File: config.mk
export PLATFORM = sky130hd
export DESIGN_NAME = mpu_region_bank
export DESIGN_NICKNAME = d
export VERILOG_FILES = /design/src/rtl/mpu_bank_pkg.sv /design/src/rtl/mpu_reg_decode.sv /design/src/rtl/mpu_region_array.sv /design/src/rtl/mpu_region_bank.sv
export SDC_FILE = /design/constraint.sdc
export NUM_CORES = 1
export LEC_CHECK = 0
export BUFFER_PORTS_ARGS = -buffer_cell sky130_fd_sc_hd__buf_2
export CORE_UTILIZATION = 50
export CTS_CLUSTER_SIZE = 10
export DETAILED_ROUTE_END_ITERATION = 10
export PLACE_DENSITY = 0.66
export RECOVER_POWER = 25
export SKIP_CTS_REPAIR_TIMING = 1
export SLEW_MARGIN = 20
export SYNTH_ARGS = -nofsm -noshare
export SYNTH_HDL_FRONTEND = slang
export SYNTH_HIERARCHICAL = 1
export SYNTH_SLANG_ARGS = --single-unit
export TNS_END_PERCENT = 100
File: constraint.sdc
create_clock -name clk_i -period 3.6 [get_ports clk_i]
set_clock_uncertainty 0.2 [all_clocks]
set_input_delay 0.72 -clock clk_i [delete_from_list [all_inputs] [get_ports clk_i]]
set_output_delay 0.72 -clock clk_i [all_outputs]
set_load 0.01 [all_outputs]
File: src/rtl/mpu_bank_pkg.sv
package mpu_bank_pkg;
  typedef enum logic [2:0] {
    SEL_NONE,
    SEL_BASE,
    SEL_SIZE,
    SEL_ACC,
    SEL_RNR
  } sel_e;

  localparam logic [3:0] CRN_MPU  = 4'd6;
  localparam logic [3:0] CRM_WIN  = 4'd1;
  localparam logic [3:0] CRM_IDX  = 4'd2;
  localparam int unsigned NWIN    = 3;
  localparam int unsigned DATA_W  = 32;
endpackage

File: src/rtl/mpu_reg_decode.sv
module mpu_reg_decode
  import mpu_bank_pkg::*;
(
  input  logic       req_i,
  input  logic       priv_i,
  input  logic [3:0] crn_i,
  input  logic [2:0] opc1_i,
  input  logic [3:0] crm_i,
  input  logic [2:0] opc2_i,
  output sel_e       sel_o,
  output logic       bad_o
);
  sel_e dec;

  always_comb begin
    dec = SEL_NONE;
    if (crn_i == CRN_MPU && opc1_i == 3'd0) begin
      if (crm_i == CRM_WIN) begin
        case (opc2_i)
          3'd0:    dec = SEL_BASE;
          3'd2:    dec = SEL_SIZE;
          3'd4:    dec = SEL_ACC;
          default: dec = SEL_NONE;
        endcase
      end else if (crm_i == CRM_IDX && opc2_i == 3'd0) begin
        dec = SEL_RNR;
      end
    end
  end

  assign bad_o = req_i && (!priv_i || dec == SEL_NONE);
  assign sel_o = (req_i && !bad_o) ? dec : SEL_NONE;
endmodule

File: src/rtl/mpu_region_array.sv
module mpu_region_array #(
  parameter int unsigned NREG  = 8,
  parameter int unsigned IDX_W = 3,
  parameter int unsigned DW    = 32
) (
  input  logic             clk_i,
  input  logic             rst_ni,
  input  logic             we_i,
  input  logic [IDX_W-1:0] idx_i,
  input  logic [DW-1:0]    wdata_i,
  output logic [DW-1:0]    rdata_o
);
  if (NREG == 0) begin : g_empty
    logic unused_in;
    assign unused_in = ^{clk_i, rst_ni, we_i, idx_i, wdata_i};
    assign rdata_o   = '0;
  end else begin : g_mem
    logic [DW-1:0] mem_q [NREG];

    always_ff @(posedge clk_i or negedge rst_ni) begin
      if (!rst_ni) begin
        for (int i = 0; i < NREG; i++) mem_q[i] <= '0;
      end else if (we_i) begin
        mem_q[idx_i] <= wdata_i;
      end
    end

    assign rdata_o = mem_q[idx_i];
  end
endmodule

File: src/rtl/mpu_region_bank.sv
module mpu_region_bank
  import mpu_bank_pkg::*;
#(
  parameter int unsigned NREG = 8
) (
  input  logic        clk_i,
  input  logic        rst_ni,
  input  logic        req_i,
  input  logic        we_i,
  input  logic        priv_i,
  input  logic [3:0]  crn_i,
  input  logic [2:0]  opc1_i,
  input  logic [3:0]  crm_i,
  input  logic [2:0]  opc2_i,
  input  logic [31:0] wdata_i,
  output logic [31:0] rdata_o,
  output logic        flush_o,
  output logic        fault_o,
  output logic        idx_err_o
);
  localparam int unsigned IDX_W = (NREG > 1) ? $clog2(NREG) : 1;
  localparam logic [DATA_W-1:0] NREG_W = DATA_W'(NREG);
  localparam bit HAS_REG = (NREG > 0);

  sel_e              sel;
  logic              bad;
  logic              wr;
  logic              idx_ok;
  logic [IDX_W-1:0]  idx_q;
  logic [NWIN-1:0]   win_hit;
  logic [DATA_W-1:0] arr_rd [NWIN];
  logic              flush_q, fault_q, err_q;

  mpu_reg_decode u_dec (
    .req_i  (req_i),
    .priv_i (priv_i),
    .crn_i  (crn_i),
    .opc1_i (opc1_i),
    .crm_i  (crm_i),
    .opc2_i (opc2_i),
    .sel_o  (sel),
    .bad_o  (bad)
  );

  assign wr      = req_i && we_i && !bad;
  assign idx_ok  = wdata_i < NREG_W;
  assign win_hit = {sel == SEL_ACC, sel == SEL_SIZE, sel == SEL_BASE};

  always_ff @(posedge clk_i or negedge rst_ni) begin
    if (!rst_ni)                              idx_q <= '0;
    else if (wr && sel == SEL_RNR && idx_ok)  idx_q <= wdata_i[IDX_W-1:0];
  end

  for (genvar k = 0; k < NWIN; k++) begin : g_win
    mpu_region_array #(
      .NREG  (NREG),
      .IDX_W (IDX_W),
      .DW    (DATA_W)
    ) u_arr (
      .clk_i   (clk_i),
      .rst_ni  (rst_ni),
      .we_i    (wr && win_hit[k]),
      .idx_i   (idx_q),
      .wdata_i (wdata_i),
      .rdata_o (arr_rd[k])
    );
  end

  always_comb begin
    case (sel)
      SEL_BASE: rdata_o = arr_rd[0];
      SEL_SIZE: rdata_o = arr_rd[1];
      SEL_ACC:  rdata_o = arr_rd[2];
      SEL_RNR:  rdata_o = DATA_W'(idx_q);
      default:  rdata_o = '0;
    endcase
  end

  always_ff @(posedge clk_i or negedge rst_ni) begin
    if (!rst_ni) begin
      flush_q <= 1'b0;
      fault_q <= 1'b0;
      err_q   <= 1'b0;
    end else begin
      flush_q <= HAS_REG && wr && (|win_hit);
      fault_q <= bad;
      err_q   <= wr && sel == SEL_RNR && !idx_ok;
    end
  end

  assign flush_o   = flush_q;
  assign fault_o   = fault_q;
  assign idx_err_o = err_q;
endmodule

### Word-level counts from Yosys, hierarchy flattened

Cells that the tools add are included.

* add/subtract/negate cells: 0
* multiply operators: 0
* divide/modulo/power cells: 0
* magnitude comparators: 3
* eq/ne operators: 9
* shifts and indexed selects: 0
* mux-type cells: 20
* bitwise operators: 1
* reductions and logical operators: 22

Operators with widths (count)
* $bwmux 256: 3
* $bmux 32 s3: 3
* $mux 32: 7
* $pmux 32 s4: 1
* $demux 32 s3: 1
* $lt 32x4->1 const B: 1
* $logic_and 1x1->1: 14
* $mux 3: 4
* $eq 3x2->1 const B: 3
* $logic_not 3->1: 3
* $eq 3x3->1 const B: 2
* $pmux 2 s3: 1
* $eq 4x1->1 const B: 1
* $eq 4x2->1 const B: 1
* $eq 4x3->1 const B: 1
* $ge 4x4->1 const B: 1
* $lt 4x1->1 const B: 1
* $not 3->4: 1
* $eq 3x1->1 const B: 1
* $logic_not 1->1: 3
* $reduce_or 3->1: 1
* $logic_or 1x1->1: 1

* register bits: 774
* bits in latches: 0
* memory bits (writable): 0
* bits in read-only memories: 0
* input port bits: 51
* output and inout bits: 35
* memories kept: 0

### Longest topological paths before layout

Gate-level depths: netlist (run 1).

* word-level depth: 14
* depth in mapped cells: 12
* mapped depth without buffers: 9

### Cells and area by module

The synthesis (run 1) kept the hierarchy.

By module, submodules not included
* mpu_region_array: times used 3, cells an instance 765, area each 11725.0 sq um
* mpu_region_bank: times used 1, cells an instance 147, area each 1133.6 sq um
* mpu_reg_decode: times used 1, cells an instance 15, area each 110.1 sq um

### Least setup slack after synthesis (run 1)

Ideal clock, no wire load.

* path kind: input port to flip-flop
* start point: input crm_i[0]
* end point: register g_win[1].u_arr/g_mem.mem_q[65] (netlist name)
* setup time: 125 ps
* data arrival time: 3420 ps
* required time: 3275 ps
* slack: -145 ps
* stages on the path: 10
* path through: or3b_1 > o211a_1 > o21a_1 > or3_1 > nor3b_1 > nand2_1 > or3_1 > buf_2 > buf_6 > mux2_4

* cells in the longest elaborated chain, start to end: 13
* elaborated cells on any way between the ends: 15
* classes of those cells: 3 x eq/ne; 4 x mux; 8 x reduce/logical

Ends and longest elaborated chain
* from (decl): RTL line mpu_region_bank.sv:13 `input logic [3:0] crm_i,`
* $eq 4x2->1: RTL line mpu_reg_decode.sv:25 `end else if (crm_i == CRM_IDX && opc2_i == 3'd0) begin`
* $logic_and 1x1->1: RTL line mpu_reg_decode.sv:25
* $mux 3: RTL line mpu_reg_decode.sv:25
* $mux 3 (*): RTL line mpu_reg_decode.sv:18 `if (crm_i == CRM_WIN) begin`
* $mux 3 (*): RTL line mpu_reg_decode.sv:17 `if (crn_i == CRN_MPU && opc1_i == 3'd0) begin`
* $logic_not 3->1 (*): RTL line mpu_reg_decode.sv:31 `assign bad_o = req_i && (!priv_i || dec == SEL_NONE);`
* $logic_or 1x1->1 (*): RTL line mpu_reg_decode.sv:31
* $logic_and 1x1->1 (*): RTL line mpu_reg_decode.sv:31
* via bad: RTL line mpu_region_bank.sv:26 `logic bad;`
* $logic_not 1->1 (*): RTL line mpu_reg_decode.sv:32, mpu_region_bank.sv:45
* $logic_and 1x1->1: RTL line mpu_reg_decode.sv:32 `assign sel_o = (req_i && !bad_o) ? dec : SEL_NONE;`
* $mux 3: RTL line mpu_reg_decode.sv:32
* $eq 3x2->1: RTL line mpu_region_bank.sv:47 `assign win_hit = {sel == SEL_ACC, sel == SEL_SIZE, sel == SEL_BASE};`
* $logic_and 1x1->1 (*): RTL line mpu_region_bank.sv:62 `.we_i (wr && win_hit[k]),`
* to (signal, indexed assignment): RTL line mpu_region_array.sv:24 `mem_q[idx_i] <= wdata_i;`
* to (decl): RTL line mpu_region_array.sv:18 `logic [DW-1:0] mem_q [NREG];`

The timed path passes the listed nets; every way through them passes the cells marked *.
A chain may end at the register's enable or synchronous reset.

==> metrics.md, run 1 <==
| Metric | Value |
|---|---|
| Number of CTS-inserted buffers | between 80 and 90 |
| DR iter-0 viols | 1847 |
| Routed len/inst | 28.8 µm |
| Core Area | about 72000 µm² |
| Syn Std Cell Area | 36400 µm² |
| CP Launch Type | flop |
| GP Congestion | around 0.84 |
| Cell variety after synth | 44 |
| Final HPWL DP | roughly 66000 µm |
| Synth Flop Type | dfrtp_1 |
| Total Routing Usage GR | 0.284 |
| Yosys top cell area share | 0.532 |
| Mapped Avg Cell Area | about 15 µm² |
| NetSw | 3820 µW |
| Yosys warns | 6 |
| TritonCTS clock tree | built |
| Clock Sinks | roughly 770 |
| Critical Path Sink Type | output pin |
| Relative max-transition margin | -0.636 |
| Total chip power | ~17000 µW |
| Crit path kind | reg -> out |
| Final Hold Vio Count | 0 |
| Largest net degree at the start of global routing | ~130 |
| Post-synth top area cell | dfrtp_1 |
| Yosys reg bits | between 700 and 800 |
| Number of port buffers | 85 |
| Clock latency on the worst-skew pair | between 0.6 and 0.7 ns |
| ANT cells | 0 |
| Share of cells above drive strength 1 | 0.529 |
| FMAX | approximately 240 MHz |
| CTS clk-pin slew, worst paths | roughly 0.060 ns |
| Clock group share of total power | 0.464 |
| Violated checks | capacitance limit, slew limit, setup timing |
| Post-synth ARST share | 1.00 |
| DRC Markers | 0 |
| Final Worst Setup Slack | -0.569 ns |
| WP data required | ~2.7 ns |
| Pwr/cell area | approximately 390 nW/µm² |
| Remaining antenna violation count | 0 |
| Max-cap viol count | 1 |
| Initial antenna violation count | 4 |
| Placed cell count | 3503 |
| # setup viols final | 32 |
| Final period util | 1.16 |
| Die ar. | roughly 74000 µm² |
| Tightest Hold Check Type | in -> reg |
| H-tree depth | 3 |
| WP data arrival | between 3 and 4 ns |
| Die Wd | roughly 270 µm |
| DIE HEIGHT | 272 µm |
| Area growth syn-to-layout | 19.3% |
| Worst slew pin tran | 2.45 ns |
| Vias in the first global route | ~24000 |
| Syn Nets | between 2000 and 3000 |
| Iteration count of the initial detailed-routing pass | 5 |
| Via Count | 23136 |
| Unrepaired setup endpoints after global routing | true |
| Fin nets | around 2800 |
| Final Routed Wirelength | ~110000 µm |
| First-pass GRT wire length | about 160000 µm |
| Root buffer cell | clkbuf_16 |
| LEAKAGE | just over 0.02 µW |
| Post-synth EDFFs | 0 |
| Reg power frac | 0.511 |
| Sequential area share after synthesis | 0.532 |
| Switch share | 0.225 |
| Final Core Density | 0.605 |
| Grt ovf | 0 |
| Initial core utilization | 0.508 |
| Outcome | finished with violations |
| Top Ports | between 80 and 90 |
| Final Critical Period | approximately 4.2 ns |
| Worst-case clock buffer depth | 3 |
| Gate power share | 0.024 |
| Cell count after synthesis | about 2500 |
| Num rows | 98 |
| Worst vdd ir | around 0.37 mV |
| Vias/cell | between 6 and 7 |
| Cell Int Power | between 10000 and 15000 µW |
| Synth area leaders | dfrtp_1, mux2_2, mux4_2 |
| Worst-path fanout max | 8 |
| Max-slew violation count | 32 |
| Non-Filler Instances | between 3000 and 4000 |
[worst paths after layout]
path,from,endpoint,slack [ns],depth (start not counted)
max reg2reg,idx_q[0],g_win[2].u_arr/g_mem.mem_q[235],0.35,12
max,idx_q[0],rdata_o[5],-0.57,12
min,req_i,fault_o,0.23,2
min in group asynchronous,rst_ni,g_win[1].u_arr/g_mem.mem_q[244],1.18,2
min reg2reg,g_win[0].u_arr/g_mem.mem_q[224],g_win[0].u_arr/g_mem.mem_q[224],0.28,1
max in group asynchronous,rst_ni,g_win[2].u_arr/g_mem.mem_q[193],0.12,3
[power groups by stage]
| stage | Combinational (µW) | Sequential (µW) | Clock (µW) |
|---|---|---|---|
| floorplan | 19.2 | 8860 | 0 |
| global placement | 406 | 8860 | 0 |
| detailed placement | 423 | 8860 | 0 |
| CTS | 424 | 8710 | 8060 |
| global route | 464 | 8700 | 8390 |
| finish | 414 | 8710 | 7910 |
[sequential cells by signal, summed over array words and instances, names as in the netlist]
register and cells:
idx_err_o 1, idx_q 3, fault_o 1, flush_o 1, g_win.u_arr/g_mem.mem_q 768
[critical path, cell delays in order, from the launching register on]
cell,delay (ns)
dfrtp_4,0.57
buf_6,0.16
buf_6,0.11
buf_8,0.13
clkbuf_16,0.18
nand2_8,0.08
buf_12,0.13
o32a_1,0.15
o211ai_1,0.10
mux2_2,0.28
a22oi_2,0.44
nor2_1,0.08
buf_2,0.16
[cells in the mapped netlist (4+ instances only)]
master	count
mux2_1	16
a22oi_1	80
o211ai_1	48
nand2_1	35
buf_1	15
nand2b_1	4
a211o_1	48
a21oi_1	42
nor3_2	10
nor2_1	38
nor4_1	10
mux2i_1	99
buf_4	22
clkbuf_1	25
mux4_2	96
or3_1	4
dfrtp_1	774
o32a_1	48
a21boi_0	6
mux2_4	90
inv_1	49
buf_2	112
mux2_2	733
buf_6	9
nand4_1	8
[final cells by class]
| cell class | instances | area [µm²] |
|---|---|---|
| Timing Repair Buffer | 362 | 3870 |
| Fill cell | 5430 | 28300 |
| Multi-Input combinational cell | 1449 | 16400 |
| Inverter | 52 | 231 |
| Clock buffer | 105 | 2280 |
| Tap cell | 950 | 1190 |
| Sequential cell | 774 | 19400 |
| Clock inverter | 7 | 134 |
[logic make-up (layout without fill, tap and decap cells)]
kind of cell,count (synthesis),in the layout,share of synthesized area
AOI/OAI and AO/OA,277,277,0.0591
muxes,1034,1034,0.355
buffers and inverters,235,526,0.0324
DFF,774,774,0.532
and+or+nand+nor,136,137,0.0211
xor gates and xnor gates,1,1,0.000241
[cells in the final DEF (no fill, tap or decap), types with 5 or more instances in the layout]
master | Yosys | routed
buf_6 | 9 | 24
nor4_1 | 10 | 7
a21oi_1 | 42 | 39
clkbuf_2 | 0 | 5
a22oi_2 | 0 | 29
mux4_2 | 96 | 96
nand2b_4 | 3 | 5
nor2_2 | 0 | 5
o211ai_1 | 48 | 48
buf_16 | 0 | 5
buf_4 | 22 | 147
mux2_1 | 16 | 16
dfrtp_1 | 774 | 771
inv_1 | 49 | 49
nand4_1 | 8 | 8
mux2_4 | 90 | 120
buf_8 | 0 | 7
nor2_1 | 38 | 33
clkbuf_16 | 0 | 100
buf_12 | 0 | 74
a211o_1 | 48 | 48
a22oi_1 | 80 | 51
buf_2 | 112 | 83
o32a_1 | 48 | 48
clkbuf_1 | 25 | 19
mux2_2 | 733 | 703
nand2_1 | 35 | 29
nor3_4 | 0 | 9
mux2i_1 | 99 | 99
[per-layer routing]
| layer | vias up | track usage | wire (µm) |
|---|---|---|---|
| li1 | 9704 | - | - |
| met1 | 12466 | 0.408 | 46600 |
| met2 | 829 | 0.449 | 50500 |
| met3 | 135 | 0.0453 | 7180 |
| met4 | 2 | 0.0807 | 2260 |
| met5 | - | 0 | 13 |
[metrics by stage]
stage	area (µm²)	setup slack, ns	hold WS [ns]	setup TNS (ns)
2_1_floorplan	36400	0.0291	0.224	0
3_3_place_gp	39500	-0.920	0.263	-116.54
3_5_place_dp	39500	-1.02	0.274	-129.99
4_1_cts	41900	-1.05	-0.257	-23.13
5_1_grt	43400	-0.624	0.240	-53.18
6_report	43400	-0.569	0.226	-12.86
Power figures use the tool's default switching activity.
==> run 2: changes to the inputs <==
CORE_ASPECT_RATIO = 0.8   (was default)
==> metrics.md, run 2 (synthesized netlist as in run 1, its figures left out) <==
| Metric | Value |
|---|---|
| Switch share | 0.219 (-0.00594) |
| Leading registers by flop count | g_win.u_arr/g_mem.mem_q (768), idx_q (3) |
| Root buffer cell | clkbuf_16 |
| WP data required | 2.68 ns (about the same) |
| H-tree depth | 3 (unchanged) |
| Routed len/inst | 29.2 µm (+1.4%) |
| Initial antenna violation count | 2 (-2) |
| NetSw | 3690 µW (-3.5%) |
| Relative max-transition margin | -0.319 (+0.317) |
| Clock group share of total power | 0.460 (-0.004) |
| Number of port buffers | 85 (unchanged) |
| Num rows | 88 (-10%) |
| Crit path kind | reg -> out |
| Total Routing Usage GR | 0.283 (-0.00185) |
| Gate power share | 0.024 (about the same) |
| Commonest non-fill, non-tap cell in the layout | dfrtp_1 |
| Tightest Hold Check Type | in -> reg |
| Final Worst Setup Slack | -0.311 ns (+0.258 ns) |
| Top Ports | 86 (unchanged) |
| WP data arrival | 2.99 ns (-0.26 ns) |
| Final HPWL DP | 63600 µm (-3.6%) |
| Vias/cell | 6.31 (+0.84%) |
| Number of CTS-inserted buffers | 87 (-1.1%) |
| GP Congestion | 0.859 (+2.5%) |
| Die Wd | 304 µm (+12%) |
| Grt ovf | 0 (unchanged) |
| Largest net degree at the start of global routing | 86 (-35%) |
| Final setup TNS | -6.41 ns (+6.45 ns) |
| Share of cells above drive strength 1 | 0.532 (+0.00315) |
| FMAX | 256 MHz (+6.6%) |
| Clock latency on the worst-skew pair | 0.63 ns (-0.02 ns) |
| DR iter-0 viols | 2119 (+15%) |
| Non-Filler Instances | 3674 (-0.68%) |
| Pwr/cell area | 389 nW/µm² (-0.84%) |
| LEAKAGE | 0.0205 µW (about the same) |
| Core Area | 72100 µm² (+0.54%) |
| Reg power frac | 0.516 (+0.005) |
| Via Count | 23173 (+0.16%) |
| Unrepaired setup endpoints after global routing | true |
| ANT cells | 0 (unchanged) |
| Max-slew violation count | 60 (+88%) |
| TritonCTS clock tree | built |
| Design Area, Final | 43400 µm² (about the same) |
| Final Routed Wirelength | 107000 µm (+0.72%) |
| Final Core Density | 0.602 (-0.00371) |
| Vias in the first global route | 24177 (+0.48%) |
| CTS clk-pin slew, worst paths | 0.05 ns (about the same) |
| First-pass GRT wire length | 156000 µm (-0.30%) |
| Largest Register | g_win.u_arr/g_mem.mem_q |
| Area growth syn-to-layout | 19.2% (about the same) |
| Final Hold Vio Count | 0 (unchanged) |
| Worst-case clock buffer depth | 3 (unchanged) |
| DIE HEIGHT | 243 µm (-10%) |
| Outcome | finished with violations |
| Iteration count of the initial detailed-routing pass | 7 (+2) |
| Fin nets | 2770 (-0.29%) |
| DRC Markers | 0 (unchanged) |
| Clock Sinks | 774 (unchanged) |
| Most frequent cells in the layout | dfrtp_1, mux2_2, buf_4 |
| Final Critical Period | 3.91 ns (-0.258 ns) |
| Max-cap viol count | 1 (unchanged) |
| Worst vdd ir | 0.423 mV (+16%) |
| Placed cell count | 3490 (-0.37%) |
| Max reg flops | 768 (unchanged) |
| Final period util | 1.09 (-0.0717) |
| CP Launch Type | flop |
| Cell Int Power | 13200 µW (-0.16%) |
| Violated checks | capacitance limit, slew limit, setup timing |
| Remaining antenna violation count | 0 (unchanged) |
| # setup viols final | 32 (unchanged) |
| Area post-placement | 39500 µm² (about the same) |
| Critical Path Sink Type | output pin |
| Worst-path fanout max | 10 (+2) |
| Worst slew pin tran | 1.98 ns (-0.475 ns) |
| Die ar. | 73900 µm² (about the same) |
| Initial core utilization | 0.505 (-0.00273) |
-- run 2: cell types whose count changed in the layout (fill, tap and decap cells not counted), sizes merged --
cell	previous run	this run
buf	340	328
clkbuf	126	123
clkinv	4	1
inv	55	54
nor2b	4	3
-- run 2: path summary, 6_finish.rpt --
path,from,end,slack [ns],cells past startpoint
worst max register to register,idx_q[2],g_win[2].u_arr/g_mem.mem_q[254],0.81,9
worst max-delay path,idx_q[0],rdata_o[25],-0.31,8
worst min register to register,g_win[1].u_arr/g_mem.mem_q[103],g_win[1].u_arr/g_mem.mem_q[103],0.28,1
worst min-delay path,req_i,fault_o,0.25,2
max in group asynchronous,rst_ni,g_win[2].u_arr/g_mem.mem_q[54],0.22,3
min in group asynchronous,rst_ni,g_win[0].u_arr/g_mem.mem_q[14],0.97,2
-- run 2: through the flow --
stage / setup slack, ns / power, µW / hold WS [ns]
2_1_floorplan: 0.0291 / 8880 / 0.224
3_3_place_gp: -0.420 / 9270 / 0.262
3_5_place_dp: -0.410 / 9280 / 0.269
4_1_cts: -0.603 / 17000 / -0.116
5_1_grt: -0.365 / 17400 / 0.241
6_report: -0.311 / 16900 / 0.248
-- run 2: final cells by class --
| type | instances | area [µm²] |
|---|---|---|
| Multi-Input combinational cell | 1448 | 16400 |
| Inverter | 52 | 208 |
| Clock inverter | 3 | 33.8 |
| Sequential cell | 774 | 19400 |
| Tap cell | 945 | 1180 |
| Clock buffer | 96 | 2280 |
| Fill cell | 5393 | 28700 |
| Timing Repair Buffer | 356 | 3910 |
-- run 2: power by group through the flow --
| stage | combinational [µW] | sequential (µW) | clock [µW] |
|---|---|---|---|
| after CTS | 424 | 8710 | 7880 |
| after global placement | 408 | 8860 | 0 |
| after floorplan | 19.2 | 8860 | 0 |
| after global routing | 453 | 8700 | 8240 |
| final | 404 | 8710 | 7760 |
| after detailed placement | 422 | 8860 | 0 |
-- run 2: layer usage --
| layer | track usage | vias up | share of wire |
|---|---|---|---|
| met3 | 0.0367 | 223 | 0.055 |
| met2 | 0.449 | 739 | 0.47 |
| met5 | 0 | - | 0 |
| li1 | - | 9704 | - |
| met4 | 0.0966 | 0 | 0.036 |
| met1 | 0.402 | 12507 | 0.44 |
-- run 2: critical path, stage by stage, from the launching register on --
cell and delay, ns:
dfrtp_4 0.50, buf_6 0.17, buf_16 0.17, mux4_2 0.51
mux2_2 0.30, mux2_2 0.30, a22oi_2 0.16, nor2_1 0.09
buf_2 0.15
